### src/rtl/i2cm_pkg.sv
package i2cm_pkg;

    localparam int ADDR_W = 5;

    localparam logic [ADDR_W-1:0] OFS_CTRL    = 5'h00;
    localparam logic [ADDR_W-1:0] OFS_STAT    = 5'h04;
    localparam logic [ADDR_W-1:0] OFS_LEN     = 5'h08;
    localparam logic [ADDR_W-1:0] OFS_SADDR   = 5'h0C;
    localparam logic [ADDR_W-1:0] OFS_DATA    = 5'h10;
    localparam logic [ADDR_W-1:0] OFS_DIV     = 5'h14;
    localparam logic [ADDR_W-1:0] OFS_DELAY   = 5'h18;
    localparam logic [ADDR_W-1:0] OFS_STRETCH = 5'h1C;

    localparam int C_RD    = 0;
    localparam int C_CLR0  = 4;
    localparam int C_CLR1  = 5;
    localparam int C_GO    = 7;
    localparam int C_IEDN  = 8;
    localparam int C_IETX  = 9;
    localparam int C_IERX  = 10;
    localparam int C_EN    = 15;

    localparam int S_DONE  = 1;
    localparam int S_NACK  = 8;
    localparam int S_TOUT  = 9;

    typedef struct packed {
        logic en;
        logic ie_rx;
        logic ie_tx;
        logic ie_done;
        logic rd;
    } ctrl_t;

    // Field order gives the status bit positions, bit 9 down to bit 0.
    typedef struct packed {
        logic tout;
        logic nack;
        logic rx_full;
        logic tx_empty;
        logic rx_any;
        logic tx_room;
        logic rx_need;
        logic tx_need;
        logic done;
        logic active;
    } stat_t;

    function automatic logic [31:0] ctrl_word(ctrl_t c);
        logic [31:0] w;
        w        = '0;
        w[C_RD]  = c.rd;
        w[C_IEDN] = c.ie_done;
        w[C_IETX] = c.ie_tx;
        w[C_IERX] = c.ie_rx;
        w[C_EN]  = c.en;
        return w;
    endfunction

endpackage

### src/rtl/i2cm_byte_fifo.sv
module i2cm_byte_fifo #(
    parameter int DEPTH = 16,
    parameter int W     = 8,
    localparam int PW   = $clog2(DEPTH),
    localparam int CW   = PW + 1
) (
    input  logic          clk,
    input  logic          rst,
    input  logic          flush,
    input  logic          push,
    input  logic [W-1:0]  din,
    input  logic          pop,
    output logic [W-1:0]  dout,
    output logic [CW-1:0] level,
    output logic          full,
    output logic          empty
);
    logic [W-1:0]  mem [DEPTH];
    logic [PW-1:0] wp, rp;
    logic          do_push, do_pop;

    assign full    = (level == CW'(DEPTH));
    assign empty   = (level == '0);
    assign do_push = push && !full;
    assign do_pop  = pop && !empty;
    assign dout    = empty ? '0 : mem[rp];

    always_ff @(posedge clk) begin
        if (do_push && !flush && !rst) mem[wp] <= din;
    end

    always_ff @(posedge clk) begin
        if (rst || flush) begin
            wp    <= '0;
            rp    <= '0;
            level <= '0;
        end else begin
            if (do_push) wp <= wp + 1'b1;
            if (do_pop)  rp <= rp + 1'b1;
            level <= level + CW'(do_push) - CW'(do_pop);
        end
    end


    level_bound_chk: assert property (@(posedge clk) disable iff (rst)
        level <= CW'(DEPTH));


    full_hold_chk: assert property (@(posedge clk) disable iff (rst)
        (full && push && !pop && !flush) |=> full);

endmodule

### src/rtl/i2cm_status.sv
module i2cm_status
    import i2cm_pkg::*;
#(
    parameter int DEPTH = 16,
    localparam int CW   = $clog2(DEPTH) + 1,
    localparam int LOW  = DEPTH / 4,
    localparam int HIGH = (3 * DEPTH) / 4
) (
    input  ctrl_t         ctrl,
    input  logic          active,
    input  logic          done,
    input  logic          nack,
    input  logic          tout,
    input  logic [CW-1:0] tx_level,
    input  logic [CW-1:0] rx_level,
    output stat_t         stat,
    output logic          irq
);
    always_comb begin
        stat          = '0;
        stat.active   = active;
        stat.done     = done;
        stat.nack     = nack;
        stat.tout     = tout;
        stat.tx_room  = tx_level != CW'(DEPTH);
        stat.tx_empty = tx_level == '0;
        stat.rx_any   = rx_level != '0;
        stat.rx_full  = rx_level == CW'(DEPTH);
        stat.tx_need  = active && !ctrl.rd && (tx_level < CW'(LOW));
        stat.rx_need  = active && ctrl.rd && (rx_level >= CW'(HIGH));
    end

    assign irq = (ctrl.ie_done && stat.done) ||
                 (ctrl.ie_tx && stat.tx_need) ||
                 (ctrl.ie_rx && stat.rx_need);

endmodule

### src/rtl/i2cm_regfile.sv
module i2cm_regfile
    import i2cm_pkg::*;
#(
    parameter int          DEPTH       = 16,
    parameter logic [15:0] DIV_RST     = 16'h05DC,
    parameter logic [15:0] STRETCH_RST = 16'h0040,
    localparam int         CW          = $clog2(DEPTH) + 1
) (
    input  logic        clk,
    input  logic        rst,
    input  logic        bus_wr,
    input  logic        bus_rd,
    input  logic [4:0]  bus_addr,
    input  logic [31:0] bus_wdata,
    output logic [31:0] bus_rdata,
    output logic        irq,
    output logic        eng_start,
    output logic        eng_abort,
    output logic        eng_read,
    output logic [15:0] eng_len,
    output logic [6:0]  eng_saddr,
    output logic [15:0] eng_div,
    output logic [31:0] eng_delay,
    output logic [15:0] eng_stretch,
    output logic [7:0]  tx_data,
    output logic        tx_avail,
    input  logic        tx_take,
    input  logic [7:0]  rx_data,
    input  logic        rx_push,
    input  logic        ev_done,
    input  logic        ev_nack,
    input  logic        ev_clkt
);
    ctrl_t         ctrl;
    stat_t         stat;
    logic          active, done, nack, tout;
    logic          wr_ctrl, wr_stat, flush, go, abort;
    logic [CW-1:0] tx_level, rx_level;
    logic          tx_full, tx_empty, rx_full, rx_empty;
    logic [7:0]    rx_head;

    assign wr_ctrl = bus_wr && (bus_addr == OFS_CTRL);
    assign wr_stat = bus_wr && (bus_addr == OFS_STAT);
    assign flush   = wr_ctrl && (bus_wdata[C_CLR0] || bus_wdata[C_CLR1]);
    assign go      = wr_ctrl && bus_wdata[C_GO] && bus_wdata[C_EN];
    assign abort   = flush && !bus_wdata[C_EN] && active && ctrl.rd;

    i2cm_byte_fifo #(.DEPTH(DEPTH), .W(8)) u_txq (
        .clk(clk), .rst(rst), .flush(flush),
        .push(bus_wr && (bus_addr == OFS_DATA)), .din(bus_wdata[7:0]),
        .pop(tx_take), .dout(tx_data), .level(tx_level),
        .full(tx_full), .empty(tx_empty)
    );

    i2cm_byte_fifo #(.DEPTH(DEPTH), .W(8)) u_rxq (
        .clk(clk), .rst(rst), .flush(flush),
        .push(rx_push), .din(rx_data),
        .pop(bus_rd && (bus_addr == OFS_DATA)), .dout(rx_head), .level(rx_level),
        .full(rx_full), .empty(rx_empty)
    );

    i2cm_status #(.DEPTH(DEPTH)) u_stat (
        .ctrl(ctrl), .active(active), .done(done), .nack(nack), .tout(tout),
        .tx_level(tx_level), .rx_level(rx_level), .stat(stat), .irq(irq)
    );

    assign tx_avail = !tx_empty;
    assign eng_read = ctrl.rd;

    always_ff @(posedge clk) begin
        if (rst) begin
            ctrl        <= '0;
            active      <= 1'b0;
            done        <= 1'b0;
            nack        <= 1'b0;
            tout        <= 1'b0;
            eng_start   <= 1'b0;
            eng_abort   <= 1'b0;
            eng_len     <= '0;
            eng_saddr   <= '0;
            eng_div     <= DIV_RST;
            eng_delay   <= '0;
            eng_stretch <= STRETCH_RST;
            bus_rdata   <= '0;
        end else begin
            eng_start <= go;
            eng_abort <= abort;
            if (wr_ctrl) begin
                ctrl.rd      <= bus_wdata[C_RD];
                ctrl.ie_done <= bus_wdata[C_IEDN];
                ctrl.ie_tx   <= bus_wdata[C_IETX];
                ctrl.ie_rx   <= bus_wdata[C_IERX];
                ctrl.en      <= bus_wdata[C_EN];
            end
            if (go)                      active <= 1'b1;
            else if (ev_done || abort)   active <= 1'b0;
            if (ev_done)                           done <= 1'b1;
            else if (wr_stat && bus_wdata[S_DONE]) done <= 1'b0;
            if (ev_nack)                           nack <= 1'b1;
            else if (wr_stat && bus_wdata[S_NACK]) nack <= 1'b0;
            if (ev_clkt)                           tout <= 1'b1;
            else if (wr_stat && bus_wdata[S_TOUT]) tout <= 1'b0;
            if (bus_wr) begin
                case (bus_addr)
                    OFS_LEN:     eng_len     <= bus_wdata[15:0];
                    OFS_SADDR:   eng_saddr   <= bus_wdata[6:0];
                    OFS_DIV:     eng_div     <= bus_wdata[15:0];
                    OFS_DELAY:   eng_delay   <= bus_wdata;
                    OFS_STRETCH: eng_stretch <= bus_wdata[15:0];
                    default: ;
                endcase
            end
            if (bus_rd) begin
                case (bus_addr)
                    OFS_CTRL:    bus_rdata <= ctrl_word(ctrl);
                    OFS_STAT:    bus_rdata <= {22'b0, stat};
                    OFS_LEN:     bus_rdata <= {16'b0, eng_len};
                    OFS_SADDR:   bus_rdata <= {25'b0, eng_saddr};
                    OFS_DATA:    bus_rdata <= {24'b0, rx_head};
                    OFS_DIV:     bus_rdata <= {16'b0, eng_div};
                    OFS_DELAY:   bus_rdata <= eng_delay;
                    OFS_STRETCH: bus_rdata <= {16'b0, eng_stretch};
                    default:     bus_rdata <= '0;
                endcase
            end
        end
    end


    start_gate_chk: assert property (@(posedge clk) disable iff (rst)
        eng_start |-> ($past(bus_wr) && $past(bus_wdata[C_EN]) && active));


    start_single_chk: assert property (@(posedge clk) disable iff (rst)
        eng_start |=> !eng_start || $past(go));


    abort_ends_chk: assert property (@(posedge clk) disable iff (rst)
        eng_abort |-> !active);


    done_set_chk: assert property (@(posedge clk) disable iff (rst)
        ev_done |=> (stat.done && !stat.active) || $past(go));


    need_excl_chk: assert property (@(posedge clk) disable iff (rst)
        !(stat.tx_need && stat.rx_need));


    irq_masked_chk: assert property (@(posedge clk) disable iff (rst)
        (!ctrl.ie_done && !ctrl.ie_tx && !ctrl.ie_rx) |-> !irq);

endmodule

### config.mk
export PLATFORM = sky130hd
export DESIGN_NAME = i2cm_regfile
export DESIGN_NICKNAME = d
export VERILOG_FILES = /design/src/rtl/i2cm_pkg.sv /design/src/rtl/i2cm_byte_fifo.sv /design/src/rtl/i2cm_status.sv /design/src/rtl/i2cm_regfile.sv
export SDC_FILE = /design/constraint.sdc
export NUM_CORES = 1
export LEC_CHECK = 0
export BUFFER_PORTS_ARGS = -buffer_cell sky130_fd_sc_hd__buf_2
export CAP_MARGIN = 20
export CORE_ASPECT_RATIO = 1.1
export CORE_MARGIN = 3
export CORE_UTILIZATION = 50
export CTS_CLUSTER_DIAMETER = 40
export CTS_CLUSTER_SIZE = 30
export DETAILED_ROUTE_END_ITERATION = 7
export GPL_ROUTABILITY_DRIVEN = 0
export HOLD_SLACK_MARGIN = 0.15
export PLACE_DENSITY = 0.7
export SETUP_SLACK_MARGIN = 0.3
export SYNTH_ARGS = -nofsm -noshare
export SYNTH_HDL_FRONTEND = slang
export SYNTH_SLANG_ARGS = --single-unit
### constraint.sdc
create_clock -name clk -period 7.5 [get_ports clk]
set_clock_uncertainty 0.15 [all_clocks]
set_input_delay 1.5 -clock clk [delete_from_list [all_inputs] [get_ports clk]]
set_output_delay 1.5 -clock clk [all_outputs]
set_load 0.005 [all_outputs]
==> impl_metrics.env <==
export IMPL_hp_class="reg2reg"
export IMPL_routedWlPerCell_um=21.45
export IMPL_overflow=0
export IMPL_slew_headroom_pct=34.76
export IMPL_start_kind="flop"
export IMPL_synth_fp_nets=1346
export IMPL_cts_tree="built"
export IMPL_ys_ff_latch=420
export IMPL_worstMarginPinSlew_ns=0.9787
export IMPL_grt_use_met1_pct=31.62
export IMPL_synth_flop_cell="edfxtp_1"
export IMPL_placed_area_mm2=0.01813
export IMPL_p_int_w=0.004073
export IMPL_final_antenna_net_count=0
export IMPL_max_freq_mhz=223.9
export IMPL_design_area_mm2=0.01974
export IMPL_drive_above_1_share_pct=25.46
export IMPL_hpwl_um=27200
export IMPL_start_util_pct=50.79
export IMPL_synth_commonest_cells="edfxtp_1 (256), nand2_1 (224), dfxtp_1 (164)"
export IMPL_async_flop_share_pct=0
export IMPL_routed_wl_um=40860
export IMPL_seqPwrFrac_pct=46.5
export IMPL_power_net_switching_w=0.001398
export IMPL_netlist_instances=1267
export IMPL_grt_setup_unrepaired="false"
export IMPL_p_total_w=0.005471
export IMPL_netlist_area_leader_share_pct=45.47
export IMPL_n_antenna_cell=0
export IMPL_yosys_warnings=0
export IMPL_synth_distinct_cells=57
export IMPL_io_buffers=185
export IMPL_final_util_pct=59.30
export IMPL_swShare_pct=25.55
export IMPL_numClockSinks=420
export IMPL_drc_errors=0
export IMPL_ios=186
export IMPL_min_period_over_period_pct=59.54
export IMPL_grt_first_pass_wirelength_um=62960
export IMPL_synth_edf_count=256
export IMPL_yosysMostFrequentCell="edfxtp_1"
export IMPL_setup_viol=0
export IMPL_outcome="complete, no violations"
export IMPL_grt_total_usage_pct=22.38
export IMPL_fin_setup_tns_ns=0
export IMPL_maxSlewViolCount=0
export IMPL_dieWidth_um=181.3
export IMPL_drt_iter0_markers=1013
export IMPL_top_usage_layer="met2"
export IMPL_critical_path_class="reg2out"
export IMPL_powerDensity_mw_per_mm2=277.2
export IMPL_vias=10880
export IMPL_postCtsSetupRepairBufs=0
export IMPL_critPathCaptureType="output port"
export IMPL_avgViaCountPerCell=5.709
export IMPL_cts_resized=0
export IMPL_peakVddDrop_mv=0.2269
export IMPL_grt_max_degree=97
export IMPL_ys_top_cells_by_area="edfxtp_1 (45%), dfxtp_1 (19%), mux4_2 (9.6%)"
export IMPL_dr_pass1_iters=5
export IMPL_core_mm2=0.03328
export IMPL_leakagePower_nw=7.030
export IMPL_rows=70
export IMPL_fin_nets=1516
export IMPL_grt_pass1_vias=10580
export IMPL_cap_viol_max_count=0
export IMPL_dieArea_mm2=0.03605
export IMPL_yosys_area_top_type="edfxtp_1"
export IMPL_met3_usage_pct=3.621
export IMPL_ys_seq_area_share_pct=64.90
export IMPL_htreeDepth=2
export IMPL_hold_viol_final=0
export IMPL_power_frac_comb_pct=11.6
export IMPL_holdWs_ns=0.3119
export IMPL_n_fill_cell=2638
export IMPL_grt_antenna_before_repair=0
export IMPL_max_clock_path_buffers=3
export IMPL_power_share_clock_pct=41.9
export IMPL_cts_hold_buf=0
export IMPL_cts_buffers=44
export IMPL_synth_area_mm2=0.01690
export IMPL_clock_latency_ns=0.55
export IMPL_grt_use_met2_pct=36.47
export IMPL_area_delta_synth_final_pct=16.76
export IMPL_cp_arrival_ns=2.82
export IMPL_cp_required_ns=5.85
export IMPL_crit_path_max_fanout=32
export IMPL_fin_crit_ns=4.465
export IMPL_die_y_um=198.9
export IMPL_clkTransAtPathRegs_ns=0.06
export IMPL_cts_root_buf="clkbuf_16"
export IMPL_synth_area_per_cell_um2=13.34
==> kinds of logic (layout without fill, tap and decap cells) <==
group | count (synthesis) | after routing | synth area share [%]
mux | 120 | 120 | 12.51
buf+inv | 99 | 305 | 2.590
simple gates | 407 | 407 | 10.81
fa+ha+maj | 25 | 25 | 1.939
compound gates | 180 | 180 | 6.432
xor+xnor | 16 | 16 | 0.8290
flops | 420 | 420 | 64.90
==> layout by cell type, fill, tap and decap left out, types with 25 or more instances in the layout <==
cell | synthesis | layout
a21oi_1 | 110 | 110
and2_1 | 29 | 29
buf_2 | 18 | 187
clkbuf_16 | 0 | 46
dfxtp_1 | 164 | 161
edfxtp_1 | 256 | 256
mux2i_1 | 38 | 38
mux4_2 | 72 | 72
nand2_1 | 224 | 224
nand3_1 | 25 | 25
nor2_1 | 72 | 72
==> metrics by stage <==
step,setup WS [ns],cells
detailed placement,2.859,1819
global route,2.870,1905
CTS,2.959,1901
floorplan,3.630,1267
global placement,2.996,1818
finish,3.035,1905
==> final cells by class <==
cell class / instances / area, um2 / share of cell area [%]
Multi-Input combinational cell: 748 / 5497 / 27.85
Clock inverter: 34 / 407.9 / 2.067
Inverter: 23 / 86.33 / 0.4374
Timing Repair Buffer: 200 / 1054 / 5.338
Tap cell: 432 / 540.5 / 2.739
Sequential cell: 420 / 10970 / 55.60
Clock buffer: 48 / 1179 / 5.971
==> metal layers <==
| layer | share of wire (%) | vias up |
|---|---|---|
| li1 | - | 4988 |
| met1 | 42 | 5431 |
| met2 | 48 | 393 |
| met3 | 6.9 | 64 |
| met4 | 2.5 | 0 |
| met5 | 0 | - |
==> worst paths after layout <==
check	from	to	slack, ns	depth (start not counted)
min reg2reg	bus_rdata[20]	bus_rdata[20]	0.31	2
max	flop	tx_data[0]	3.03	5
min	bus_rdata[20]	bus_rdata[20]	0.31	2
max reg2reg	u_rxq.level[2]	u_rxq.level[4]	4.18	15
==> worst max-delay path, stage by stage, from the launching register on <==
cell and delay (ns):
dfxtp_2 0.31, buf_4 0.51, mux4_2 0.63, mux4_2 0.51, and2_1 0.18, buf_2 0.12
==> flip-flops by register name, summed over array words and instances (netlist names), 5 cells and up, named ones only <==
register and count:
u_rxq.mem 128, u_txq.mem 128, bus_rdata 32, eng_delay 32
eng_div 16, eng_len 16, eng_stretch 16, eng_saddr 7
u_rxq.level 5, u_txq.level 5
==> power by group through the flow <==
stage	Clock, W	Sequential, W	Combinational (W)
floorplan	0	0.00257	0.000467
global placement	0	0.00259	0.000625
detailed placement	0	0.00260	0.000635
CTS	0.00233	0.00254	0.000638
global route	0.00242	0.00255	0.000698
finish	0.00229	0.00254	0.000632
No activity file was read; power rests on OpenSTA's default activity.
